**src/rtl/async_bus_pkg.sv**
```systemverilog
package async_bus_pkg;
  localparam int BUS_DW = 16;
  localparam int LANES  = BUS_DW / 8;

  typedef enum logic [2:0] {
    CYC_IDLE,
    CYC_SETUP,
    CYC_ADDR,
    CYC_STRB,
    CYC_REL
  } cyc_state_e;

  typedef struct packed {
    logic             wr;
    logic [LANES-1:0] lanes;
  } cyc_ctrl_t;
endpackage

```
**src/rtl/async_bus_ack_sync.sv**
```systemverilog
module async_bus_ack_sync #(
  parameter int STAGES = 2
) (
  input  logic clk,
  input  logic rst_n,
  input  logic async_in,
  output logic sync_out
);
  logic [STAGES-1:0] chain;

  generate
    if (STAGES == 1) begin : g_one
      always_ff @(posedge clk or negedge rst_n) begin
        if (!rst_n) chain <= '1;
        else        chain <= async_in;
      end
    end else begin : g_many
      always_ff @(posedge clk or negedge rst_n) begin
        if (!rst_n) chain <= '1;
        else        chain <= {chain[STAGES-2:0], async_in};
      end
    end
  endgenerate

  assign sync_out = chain[STAGES-1];
endmodule

```
**src/rtl/async_bus_wait_timer.sv**
```systemverilog
module async_bus_wait_timer #(
  parameter int TW = 16
) (
  input  logic          clk,
  input  logic          rst_n,
  input  logic          clear,
  input  logic          count_en,
  input  logic [TW-1:0] limit,
  output logic          expired
);
  logic [TW-1:0] cnt;

  assign expired = (cnt == limit);

  always_ff @(posedge clk or negedge rst_n) begin
    if (!rst_n)                     cnt <= '0;
    else if (clear)                 cnt <= '0;
    else if (count_en && !expired)  cnt <= cnt + 1'b1;
  end
endmodule

```
**src/rtl/async_bus_cycle_fsm.sv**
```systemverilog
module async_bus_cycle_fsm
  import async_bus_pkg::*;
(
  input  logic       clk,
  input  logic       rst_n,
  input  logic       start,
  input  logic       ack_low,
  input  logic       expired,
  output cyc_state_e state,
  output logic       timer_clear,
  output logic       timer_en,
  output logic       capture,
  output logic       fail,
  output logic       done
);
  cyc_state_e nxt;

  always_comb begin
    nxt         = state;
    timer_clear = 1'b0;
    timer_en    = 1'b0;
    capture     = 1'b0;
    fail        = 1'b0;
    done        = 1'b0;
    case (state)
      CYC_IDLE:  if (start) nxt = CYC_SETUP;
      CYC_SETUP: nxt = CYC_ADDR;
      CYC_ADDR: begin
        nxt         = CYC_STRB;
        timer_clear = 1'b1;
      end
      CYC_STRB: begin
        if (ack_low) begin
          nxt         = CYC_REL;
          capture     = 1'b1;
          timer_clear = 1'b1;
        end else if (expired) begin
          nxt         = CYC_REL;
          fail        = 1'b1;
          timer_clear = 1'b1;
        end else begin
          timer_en = 1'b1;
        end
      end
      CYC_REL: begin
        if (!ack_low) begin
          nxt  = CYC_IDLE;
          done = 1'b1;
        end else if (expired) begin
          nxt  = CYC_IDLE;
          done = 1'b1;
          fail = 1'b1;
        end else begin
          timer_en = 1'b1;
        end
      end
      default: nxt = CYC_IDLE;
    endcase
  end

  always_ff @(posedge clk or negedge rst_n) begin
    if (!rst_n) state <= CYC_IDLE;
    else        state <= nxt;
  end
endmodule

```
**src/rtl/async_bus_drive.sv**
```systemverilog
module async_bus_drive
  import async_bus_pkg::*;
#(
  parameter int AW = 23
) (
  input  cyc_state_e        state,
  input  cyc_ctrl_t         ctrl,
  input  logic [AW-1:0]     addr_q,
  input  logic [BUS_DW-1:0] wdata_q,
  output logic [AW-1:0]     bus_addr,
  output logic              bus_rw,
  output logic              bus_as_n,
  output logic              bus_uds_n,
  output logic              bus_lds_n,
  output logic [BUS_DW-1:0] bus_dout,
  output logic              bus_doe
);
  logic             in_cycle;
  logic             as_on;
  logic             stb_on;
  logic [LANES-1:0] lane_n;

  assign in_cycle = (state != CYC_IDLE);
  assign as_on    = (state == CYC_ADDR) || (state == CYC_STRB);
  assign stb_on   = (state == CYC_STRB);

  genvar g;
  generate
    for (g = 0; g < LANES; g++) begin : g_lane
      assign lane_n[g] = !(stb_on && ctrl.lanes[g]);
    end
  endgenerate

  assign bus_addr  = in_cycle ? addr_q : '0;
  assign bus_rw    = in_cycle ? !ctrl.wr : 1'b1;
  assign bus_as_n  = !as_on;
  assign bus_uds_n = lane_n[1];
  assign bus_lds_n = lane_n[0];
  assign bus_doe   = stb_on && ctrl.wr;
  assign bus_dout  = bus_doe ? wdata_q : '0;
endmodule

```
**src/rtl/async_bus_master.sv**
```systemverilog
module async_bus_master
  import async_bus_pkg::*;
#(
  parameter int AW          = 23,
  parameter int TW          = 16,
  parameter int SYNC_STAGES = 2
) (
  input  logic              clk,
  input  logic              rst_n,
  input  logic              req_valid,
  output logic              req_ready,
  input  logic              req_write,
  input  logic [AW-1:0]     req_addr,
  input  logic [BUS_DW-1:0] req_wdata,
  input  logic [LANES-1:0]  req_be,
  output logic              rsp_valid,
  output logic [BUS_DW-1:0] rsp_rdata,
  output logic              rsp_err,
  output logic              busy,
  input  logic [TW-1:0]     timeout_limit,
  output logic [AW-1:0]     bus_addr,
  output logic              bus_rw,
  output logic              bus_as_n,
  output logic              bus_uds_n,
  output logic              bus_lds_n,
  output logic [BUS_DW-1:0] bus_dout,
  output logic              bus_doe,
  input  logic [BUS_DW-1:0] bus_din,
  input  logic              bus_ack_n
);
  cyc_state_e        state;
  cyc_ctrl_t         ctrl_q;
  logic [AW-1:0]     addr_q;
  logic [BUS_DW-1:0] wdata_q;
  logic [BUS_DW-1:0] rdata_q;
  logic              err_q;
  logic              ack_s;
  logic              start, timer_clear, timer_en, capture, fail, done, expired;

  assign req_ready = (state == CYC_IDLE);
  assign busy      = !req_ready;
  assign start     = req_valid && req_ready;

  async_bus_ack_sync #(.STAGES(SYNC_STAGES)) u_sync (
    .clk(clk), .rst_n(rst_n), .async_in(bus_ack_n), .sync_out(ack_s)
  );

  async_bus_wait_timer #(.TW(TW)) u_timer (
    .clk(clk), .rst_n(rst_n), .clear(timer_clear), .count_en(timer_en),
    .limit(timeout_limit), .expired(expired)
  );

  async_bus_cycle_fsm u_fsm (
    .clk(clk), .rst_n(rst_n), .start(start), .ack_low(!ack_s),
    .expired(expired), .state(state), .timer_clear(timer_clear),
    .timer_en(timer_en), .capture(capture), .fail(fail), .done(done)
  );

  async_bus_drive #(.AW(AW)) u_drive (
    .state(state), .ctrl(ctrl_q), .addr_q(addr_q), .wdata_q(wdata_q),
    .bus_addr(bus_addr), .bus_rw(bus_rw), .bus_as_n(bus_as_n),
    .bus_uds_n(bus_uds_n), .bus_lds_n(bus_lds_n), .bus_dout(bus_dout),
    .bus_doe(bus_doe)
  );

  always_ff @(posedge clk or negedge rst_n) begin
    if (!rst_n) begin
      ctrl_q  <= '0;
      addr_q  <= '0;
      wdata_q <= '0;
    end else if (start) begin
      ctrl_q  <= '{wr: req_write, lanes: req_be};
      addr_q  <= req_addr;
      wdata_q <= req_wdata;
    end
  end

  always_ff @(posedge clk or negedge rst_n) begin
    if (!rst_n) begin
      rdata_q <= '0;
      err_q   <= 1'b0;
    end else if (start) begin
      rdata_q <= '0;
      err_q   <= 1'b0;
    end else begin
      if (capture && !ctrl_q.wr) rdata_q <= bus_din;
      if (fail)                  err_q   <= 1'b1;
    end
  end

  always_ff @(posedge clk or negedge rst_n) begin
    if (!rst_n) begin
      rsp_valid <= 1'b0;
      rsp_rdata <= '0;
      rsp_err   <= 1'b0;
    end else begin
      rsp_valid <= done;
      if (done) begin
        rsp_rdata <= rdata_q;
        rsp_err   <= err_q || fail;
      end
    end
  end
endmodule

```
**config.mk**
```make
export PLATFORM = sky130hd
export DESIGN_NAME = async_bus_master
export DESIGN_NICKNAME = d
export VERILOG_FILES = /design/src/rtl/async_bus_pkg.sv /design/src/rtl/async_bus_ack_sync.sv /design/src/rtl/async_bus_wait_timer.sv /design/src/rtl/async_bus_cycle_fsm.sv /design/src/rtl/async_bus_drive.sv /design/src/rtl/async_bus_master.sv
export SDC_FILE = /design/constraint.sdc
export NUM_CORES = 1
export LEC_CHECK = 0
export BUFFER_PORTS_ARGS = -buffer_cell sky130_fd_sc_hd__buf_2
export CAP_MARGIN = 30
export CORE_MARGIN = 2
export CORE_UTILIZATION = 50
export CTS_CLUSTER_DIAMETER = 80
export DETAILED_ROUTE_END_ITERATION = 10
export PLACE_DENSITY = 0.79
export SLEW_MARGIN = 10
export SYNTH_ARGS = -nofsm -noshare
export SYNTH_HDL_FRONTEND = slang
export SYNTH_SLANG_ARGS = --single-unit
```
**constraint.sdc**
```tcl
create_clock -name clk -period 4.3 [get_ports clk]
set_input_delay 0.215 -clock clk [delete_from_list [all_inputs] [get_ports clk]]
set_output_delay 0.215 -clock clk [all_outputs]
set_load 0.005 [all_outputs]
```
Word-level counts from Yosys, hierarchy flattened
Index checks and enable logic that the tools add are counted.
{"block": "word_totals", "ff_bits": 98, "output_inout_bits": 64}
{"block": "op_classes", "add_sub_neg": 1, "eq_ne": 8, "n_mux": 29, "n_reduce_logical": 20}
{"op": "16-bit two-way mux", "n": 5}
{"op": "23-bit two-way mux", "n": 1}
{"op": "16-bit by 1-bit adder with 16-bit output, second input constant", "n": 1}
{"op": "16-bit == test", "n": 1}
{"op": "3-bit two-way mux", "n": 5}
{"op": "3-bit one-hot mux with 5 select lines", "n": 1}
{"op": "1-bit two-way mux", "n": 14}
{"op": "3-bit by 2-bit == test with 1-bit output, second input constant", "n": 2}
{"op": "1-bit logical AND", "n": 6}
{"op": "1-bit logical NOT", "n": 6}
{"op": "3-bit != test, second input constant", "n": 2}
{"op": "1-bit one-hot mux with 2 select lines", "n": 3}
{"op": "2-bit nonzero test", "n": 3}
{"op": "3-bit by 1-bit == test with 1-bit output, second input constant", "n": 1}
{"op": "3-bit == test, second input constant", "n": 1}
{"op": "3-bit logical NOT", "n": 1}
{"op": "3-bit AND reduction", "n": 1}
{"op": "3-bit nonzero test", "n": 1}
{"op": "1-bit logical OR", "n": 2}
{"op": "2-bit by 1-bit != test with 1-bit output, second input constant", "n": 1}

Depth between registers and ports, before layout
Gate-level depths: netlist (run 1).
{"block": "logic_depth", "word_depth": 7, "depth_mapped": 7, "ltp_nobuf": 6}

Hierarchy
From an unflattened synthesis (run 1), not the netlist that was laid out.
{"block": "hier_totals", "cells_unflattened": 395, "hier_area_um2": 4802.1}
{"mod": "async_bus_master", "n_inst": 1, "cells_per_inst": 206, "area_each_um2": 3139.3, "seq_area_each_um2": 1926.8}
{"mod": "async_bus_wait_timer", "n_inst": 1, "cells_per_inst": 117, "area_each_um2": 1086.0, "seq_area_each_um2": 400.4}
{"mod": "async_bus_drive", "n_inst": 1, "cells_per_inst": 49, "area_each_um2": 327.8, "seq_area_each_um2": 0.0}
{"mod": "async_bus_cycle_fsm", "n_inst": 1, "cells_per_inst": 21, "area_each_um2": 196.4, "seq_area_each_um2": 75.1}
{"mod": "async_bus_ack_sync", "n_inst": 1, "cells_per_inst": 2, "area_each_um2": 52.6, "seq_area_each_um2": 52.6}

Worst setup path after synthesis (run 1)
No wires, ideal clock.
{"block": "synth_timing", "kind": "reg2reg", "start": "register u_timer.cnt[7]", "end": "register rsp_rdata[0]", "setup_time_ns": 0.125, "arrival_time_ns": 2.006, "required_ns": 4.175, "path_slack_ns": 2.170, "path_stages_with_launch": 7, "path_buffers": 1, "path_cell_list": "dfrtp_1 xor2_1 nor4_1 nand4_2 a21boi_4 buf_6 mux2_2"}
{"block": "synth_between", "elab_chain_len": 4}
{"item": "from (decl)", "line": "async_bus_wait_timer.sv:11", "source": "logic [TW-1:0] cnt;"}
{"item": "from (signal assigned)", "line": "async_bus_wait_timer.sv:18", "source": "else if (count_en && !expired) cnt <= cnt + 1'b1;"}
{"item": "16-bit == test", "line": "async_bus_wait_timer.sv:13", "source": "assign expired = (cnt == limit);"}
{"item": "1-bit two-way mux", "line": "async_bus_cycle_fsm.sv:49", "source": "end else if (expired) begin"}
{"item": "1-bit two-way mux", "line": "async_bus_cycle_fsm.sv:46", "source": "if (!ack_low) begin"}
{"item": "1-bit two-way mux", "line": "async_bus_cycle_fsm.sv:25", "source": "case (state)"}
{"item": "via done", "line": "async_bus_master.sv:38", "source": "logic start, timer_clear, timer_en, capture, fail, done, expired;"}
{"item": "to (signal assigned)", "line": "async_bus_master.sv:99", "source": "rsp_rdata <= rdata_q;"}
{"item": "to (decl)", "line": "async_bus_master.sv:17", "source": "output logic [BUS_DW-1:0] rsp_rdata,"}
The timed path passes the listed nets, and every way through them passes these cells.
A chain may end at the register's enable or synchronous reset.

Worst setup path in the final report (run 1)
{"block": "layout_timing", "start": "register u_timer.cnt[2]", "end": "register rsp_rdata[4]"}
{"block": "layout_between", "elab_chain_len": 4}
{"item": "16-bit == test", "line": "async_bus_wait_timer.sv:13"}
{"item": "1-bit two-way mux", "line": "async_bus_cycle_fsm.sv:49"}
{"item": "1-bit two-way mux", "line": "async_bus_cycle_fsm.sv:46"}
{"item": "1-bit two-way mux", "line": "async_bus_cycle_fsm.sv:25"}
Every way passes these cells.

==> results.yml, run 1 <==
placed_design:
  dp.cells: 593
  io_buffers: 141
  pre_cts_ws_ns: 1.75
  dp_hpwl_mm: 6.62
  gp_congestion: 0.807
logic_synthesis:
  synth_top_cell_by_area: "dfrtp_1"
  synth_area_um2: 4390
  synth_compound_area_share_pct: 8.87
  synthAdderAreaFrac_pct: 0.285
  seq_area_frac_synth_pct: 56.0
  async_reset_ff_share_pct: 100
  synth_cell_types: 42
  ys_warn_count: 0
  synth_edf_count: 0
  synth_area_leaders: "dfrtp_1 55%, mux2_2 14%, and2_1 5.7%"
  syn_nets: 438
  avgSynthCellArea_um2: 12.2
  synthMuxAreaShare_pct: 15.1
  netlist.area_leader.share_pct: 54.8
  synth-main-ff-cell: "dfrtp_1"
  synthCells: 359
  synthXorXnorAreaFrac_pct: 3.20
  synthSimpleGateAreaFrac_pct: 13.9
  ys_seq_elements: 98
  synth_top_family_by_area: "multiplexers"
floorplanning:
  start_util_pct: 51.0
  core_um2: 8590
  die-height_um: 97.7
  fp.dieW_um: 97.7
  io_pins: 142
  dieArea_um2: 9540
  num_rows: 34
clock_network:
  cts_sinks: 98
  path_clk_slew_ns: 0.10
  cts_resized: 0
  cts_tree: "built"
  cts_root_buf: "clkbuf_8"
  cts_inserted_buffers: 9
  cts.htree.levels: 3
  clockBufferDepth: 2
  cts_hold_buffers: 1
  clk_latency_ns: 0.35
  cts_setup_buffers: 0
power_and_ir_drop:
  pwr_density_cell_nw_per_um2: 588
  p_leak_nw: 2.65
  max-vdd-ir-drop_mv: 0.311
setup_path:
  r2r_slack_ns: 1.75
  path_cells: "xor2_1 -> nor4_1 -> nand4_2 -> a21boi_4 -> mux2_2"
  required_ns: 4.53
  max_stage_delay_ns: 0.61
  crit_fanout: 18
  cp_slowest_cell: "a21boi_4"
  criticalPathCategory: "reg -> reg"
  critPathArrivalTime_ns: 2.78
  worst_setup_path_end_kind: "flip-flop"
  cp-start-kind: "flip-flop"
timing:
  finalSetupTns_ns: 0
  max_slew_margin_pct: 40.2
  min_period_ns: 2.55
  layout_setup_ws_ns: 1.75
  holdWs_ns: 0.0807
  worst_slew_pin_slew_ns: 0.894
  timing.final.hold_violations: 0
  period_share_pct: 59.4
  finClkSkew_ns: 0.0148
  slew_viol_final: 0
  setup_viol: 0
  grt_setup_unrepaired: "false"
  max_freq_mhz: 392
finish:
  layout.nets: 578
  areaGrowthSynthToFinish_pct: 23.3
  drive_gt1_share_pct: 45.1
  fin_cells: 611
  fillerInstances: 694
  antenna_cells: 0
grt:
  antenna_found_initial: 0
  grtUsageMet2_pct: 33.1
  grt_pass1_vias: 3328
  grt_max_degree: 74
  grt_pass1_wl_mm: 15.6
  grt_use_met3_pct: 3.60
  use_met1_pct: 26.1
  grt.total_usage_pct: 20.1
  top_usage_layer: "met2"
  grt-ovfl-total: 0
worst_hold_path:
  hold_class: "in -> reg"
status:
  run_status: "finished clean"
detailed_routing:
  postRouteAntennaNets: 0
  firstDrtPassIters: 4
  wl_per_cell_um: 15.5
  drt-initial-drc-count: 130
  drt-total-wl_mm: 9.46
  routed_via_density: 5.38
  drc_errors: 0
  vias: 3289
job:
  drv_cap: 0
[critical path: cells and delay by family, from the launching register on]
family	cells	cell delay, ns
muxes	1	0.41
DFF	1	0.47
and+or+nand+nor	2	0.76
AOI/OAI and AO/OA	1	0.61
xor gates and xnor gates	1	0.19
[flip-flops by register name (all words and copies together) (netlist names)]
signal        flops
rsp_err           1
addr_q           23
rsp_valid         1
ctrl_q            3
u_sync.chain      2
err_q             1
u_fsm.state       3
wdata_q          16
rsp_rdata        16
u_timer.cnt      16
rdata_q          16
[report_power, final]
part | internal, W | switching, W | leakage [nW]
sequential | 0.00127 | 0.000185 | 1.24
clock | 0.000226 | 0.000313 | 0.0887
combinational | 0.000660 | 0.000521 | 1.32
[cells in the mapped netlist (3+ instances only)]
master and n:
or3_1 11, a21oi_1 17, nand3_1 10, buf_2 7, nor2_1 7, o21ai_0 10, o31ai_1 4, and2_1 40
xor2_1 16, clkbuf_1 10, a22o_1 16, nor4_1 6, inv_1 6, nor3_1 3, nand4_1 6, dfrtp_1 96
nand2_1 9, mux2_2 56
[metal layers]
layer	wire (um)	part of all wire (%)	up-vias
met2	4670	49	108
met5	0	0	-
li1	-	-	1559
met1	4060	43	1603
met3	492	5.2	19
met4	229	2.4	0
[stage by stage]
step | power, W | instance area, um2 | utilization [%]
finish | 0.00318 | 5410 | 62.9
global placement | 0.00260 | 5180 | 60.2
global route | 0.00341 | 5410 | 62.9
detailed placement | 0.00267 | 5180 | 60.3
CTS | 0.00321 | 5370 | 62.5
floorplan | 0.00217 | 4390 | -
[path summary, 6_finish.rpt]
kind,startpoint,end,depth (start not counted)
min in group asynchronous,rst_n,addr_q[16]$_DFFE_PN0P_,2
worst max register to register,u_timer.cnt[2]$_DFFE_PN0P_,rsp_rdata[4]$_DFFE_PN0P_,5
worst max-delay path,u_timer.cnt[2]$_DFFE_PN0P_,rsp_rdata[4]$_DFFE_PN0P_,5
max in group asynchronous,rst_n,wdata_q[5]$_DFFE_PN0P_,4
worst min register to register,u_sync.chain[0]$_DFF_PN1_,u_sync.chain[1]$_DFF_PN1_,0
worst min-delay path,bus_din[8],rdata_q[8]$_DFFE_PN0P_,2
[cell families after synthesis]
| family | after synthesis |
|---|---|
| DFF | 98 |
| xor gates and xnor gates | 16 |
| adders and majority gates | 1 |
| and+or+nand+nor | 103 |
| muxes | 59 |
| AOI/OAI and AO/OA | 56 |
| buffers and inverters | 26 |
[cell usage in the layout, fill, tap and decap left out, drive strengths merged, types with 9 or more instances in the layout]
cell type	n
a21oi	17
a22o	16
and2	40
buf	147
clkbuf	10
dfrtp	96
mux2	58
nand2	9
nand3	10
o21ai	10
or3	12
xor2	16
[area by class of cell]
class                           instances  area (um2)  area share [%]
Sequential cell                        98        2450            45.4
Tap cell                              108         135            2.50
Timing Repair Buffer                  149         793            14.7
Clock buffer                           10         138            2.55
Inverter                                6        22.5           0.416
Clock inverter                          5        38.8           0.717
Multi-Input combinational cell        235        1830            33.8
No activity file was read; power rests on OpenSTA's default activity.
==> run 2, diff against run 1 <==
Settings changed: CORE_UTILIZATION 50 to 46, PLACE_DENSITY 0.79 to 0.76.
Clock period 4.3 ns to 2.1 ns, I/O delays scaled along.
==> run 2 against run 1 <==
  * Non-clock buffer count increased by 82
  * Critical path depth is 1 higher
  * Combinational power up 140%
  * Sequential cell count stayed put
  * Die area up 8.3%
  * Global-route usage grew 1.1 points
  * Clock skew about the same
==> results.yml, run 2 (synthesis gave the netlist of run 1 again) <==
finish:
  final_cell_mix: "140 x buf_2, 94 x dfrtp_1, 60 x dlygate4sd3_1"
  antenna_cells: 0
  drive_gt1_share_pct: 44.9
  ff_latch_area_um2: 2460
  multi_input_area_um2: 1920
  top_register: "addr_q"
  fillerInstances: 704
  post-route-util_pct: 68.5
  largest_reg_flops: 23
  final_common_cell: "buf_2"
  layout.nets: 660
  areaGrowthSynthToFinish_pct: 44.3
timing:
  max_slew_margin_pct: 63.1
  worst_slew_pin_slew_ns: 0.552
  setup_viol: 0
  timing.final.hold_violations: 0
  grt_setup_unrepaired: "true"
  holdWs_ns: 0.0953
  min_period_ns: 2.07
  period_share_pct: 98.7
  max_freq_mhz: 483
  finClkSkew_ns: 0.0145
  slew_viol_final: 0
detailed_routing:
  drt-initial-drc-count: 183
  drc_errors: 0
  routed_via_density: 5.10
  drt-total-wl_mm: 11.3
  vias: 3645
  firstDrtPassIters: 4
  postRouteAntennaNets: 0
  wl_per_cell_um: 15.7
setup_path:
  reg2reg_from: "u_timer.cnt[7]$_DFFE_PN0P_"
  criticalPathCategory: "reg -> reg"
  r2r-end: "u_timer.cnt[13]$_DFFE_PN0P_"
  startpoint: "u_timer.cnt[7]$_DFFE_PN0P_"
  worst_setup_path_end_kind: "flip-flop"
  critPathArrivalTime_ns: 2.36
  cp-start-kind: "flip-flop"
  cp-endpoint: "u_timer.cnt[13]$_DFFE_PN0P_"
  crit_fanout: 5
  required_ns: 2.39
  r2r_slack_ns: 0.03
  r2r_cells: 6
clock_network:
  clk_latency_ns: 0.36
  path_clk_slew_ns: 0.10
  cts.htree.levels: 3
  clockBufferDepth: 2
  cts_inserted_buffers: 9
  cts_root_buf: "clkbuf_8"
  cts_sinks: 98
  cts_tree: "built"
placed_design:
  io_buffers: 141
  dp_hpwl_mm: 7.05
  gp_congestion: 0.877
power_and_ir_drop:
  switching_share_pct: 32.7
  p_leak_nw: 3.03
  pwr_density_cell_nw_per_um2: 1090
  net-switching-power_w: 0.00225
  seq_power_share_pct: 43.4
  comb_power_share_pct: 40.7
  p_int_w: 0.00464
  max-vdd-ir-drop_mv: 0.745
  p_clk_share_pct: 15.9
floorplanning:
  fp.dieW_um: 102
  num_rows: 35
  core_um2: 9240
  start_util_pct: 47.5
  io_pins: 142
  dieArea_um2: 10300
  die-height_um: 102
grt:
  grt-ovfl-total: 0
  grt.total_usage_pct: 21.2
  grt_pass1_vias: 3645
  grt_pass1_wl_mm: 17.3
  grt_max_degree: 72
  antenna_found_initial: 0
status:
  run_status: "finished clean"
job:
  drv_cap: 0
worst_hold_path:
  hold_class: "in -> reg"
## run 2: how the worst min path moves through the flow
stage / from / end / slack (ns) / cells after the start
finish: req_valid / u_fsm.state[0]$_DFFE_PN0P_ / 0.1 / 3
global route: req_valid / u_fsm.state[0]$_DFFE_PN0P_ / 0.09 / 3
CTS: req_valid / u_fsm.state[0]$_DFFE_PN0P_ / 0.08 / 3
detailed placement: rst_n / wdata_q[8]$_DFFE_PN0P_ / 0.05 / 1
global placement: rst_n / wdata_q[7]$_DFFE_PN0P_ / 0.05 / 1
floorplan: rst_n / addr_q[0]$_DFFE_PN0P_ / -0.19 / 0
## run 2: cell type report
cell class              instances  area share [%]
repair buffers                231            25.2
inverters                       6           0.356
multi-input cells             235            30.3
flip-flops and latches         98            38.8
clock inverters                 5           0.633
clock buffers                  11            2.08
well taps                     129            2.55
## run 2: metrics by stage
step,total power [W],std cells,cell area (um2),setup slack [ns],TNS [ns]
floorplan,0.00445,359,4400,0.000461,0
global placement,0.00546,632,5400,0.0371,0
detailed placement,0.00560,633,5410,-0.0441,-0.833
CTS,0.00678,709,6180,0.0302,0
global route,0.00735,715,6330,-0.0412,-0.320
finish,0.00689,715,6330,0.0278,0
## run 2: critical path: stages, from the launching register on
cell and delay (ns):
dfrtp_1 0.37, buf_4 0.13, nand3_1 0.13, or3_4 0.40, or3_2 0.46, or3_1 0.35, a21oi_2 0.15
## run 2: per-layer routing
layer	up-vias	track usage, %	routed length (um)
li1	1727	-	-
met1	1797	26.5	4660
met2	109	37.1	6010
met3	12	4.55	471
met4	0	6.03	124
met5	-	0	0
## run 2: timing repair
item	4_1_cts	5_1_grt
pin swaps	0	6
hold endpoints to repair	86	0
hold buffers	60	0
gates resized for setup	1	21
cloned	0	3
setup buffers	0	3
setup endpoints to repair	30	51
## run 2: power by group through the flow
| stage | clock network [W] | registers [W] | logic, W |
|---|---|---|---|
| 3_5_place_dp | 0 | 0.00300 | 0.00259 |
| 3_3_place_gp | 0 | 0.00296 | 0.00250 |
| 2_1_floorplan | 0 | 0.00291 | 0.00153 |
| 6_report | 0.00109 | 0.00299 | 0.00280 |
| 4_1_cts | 0.00112 | 0.00297 | 0.00268 |
| 5_1_grt | 0.00121 | 0.00308 | 0.00306 |
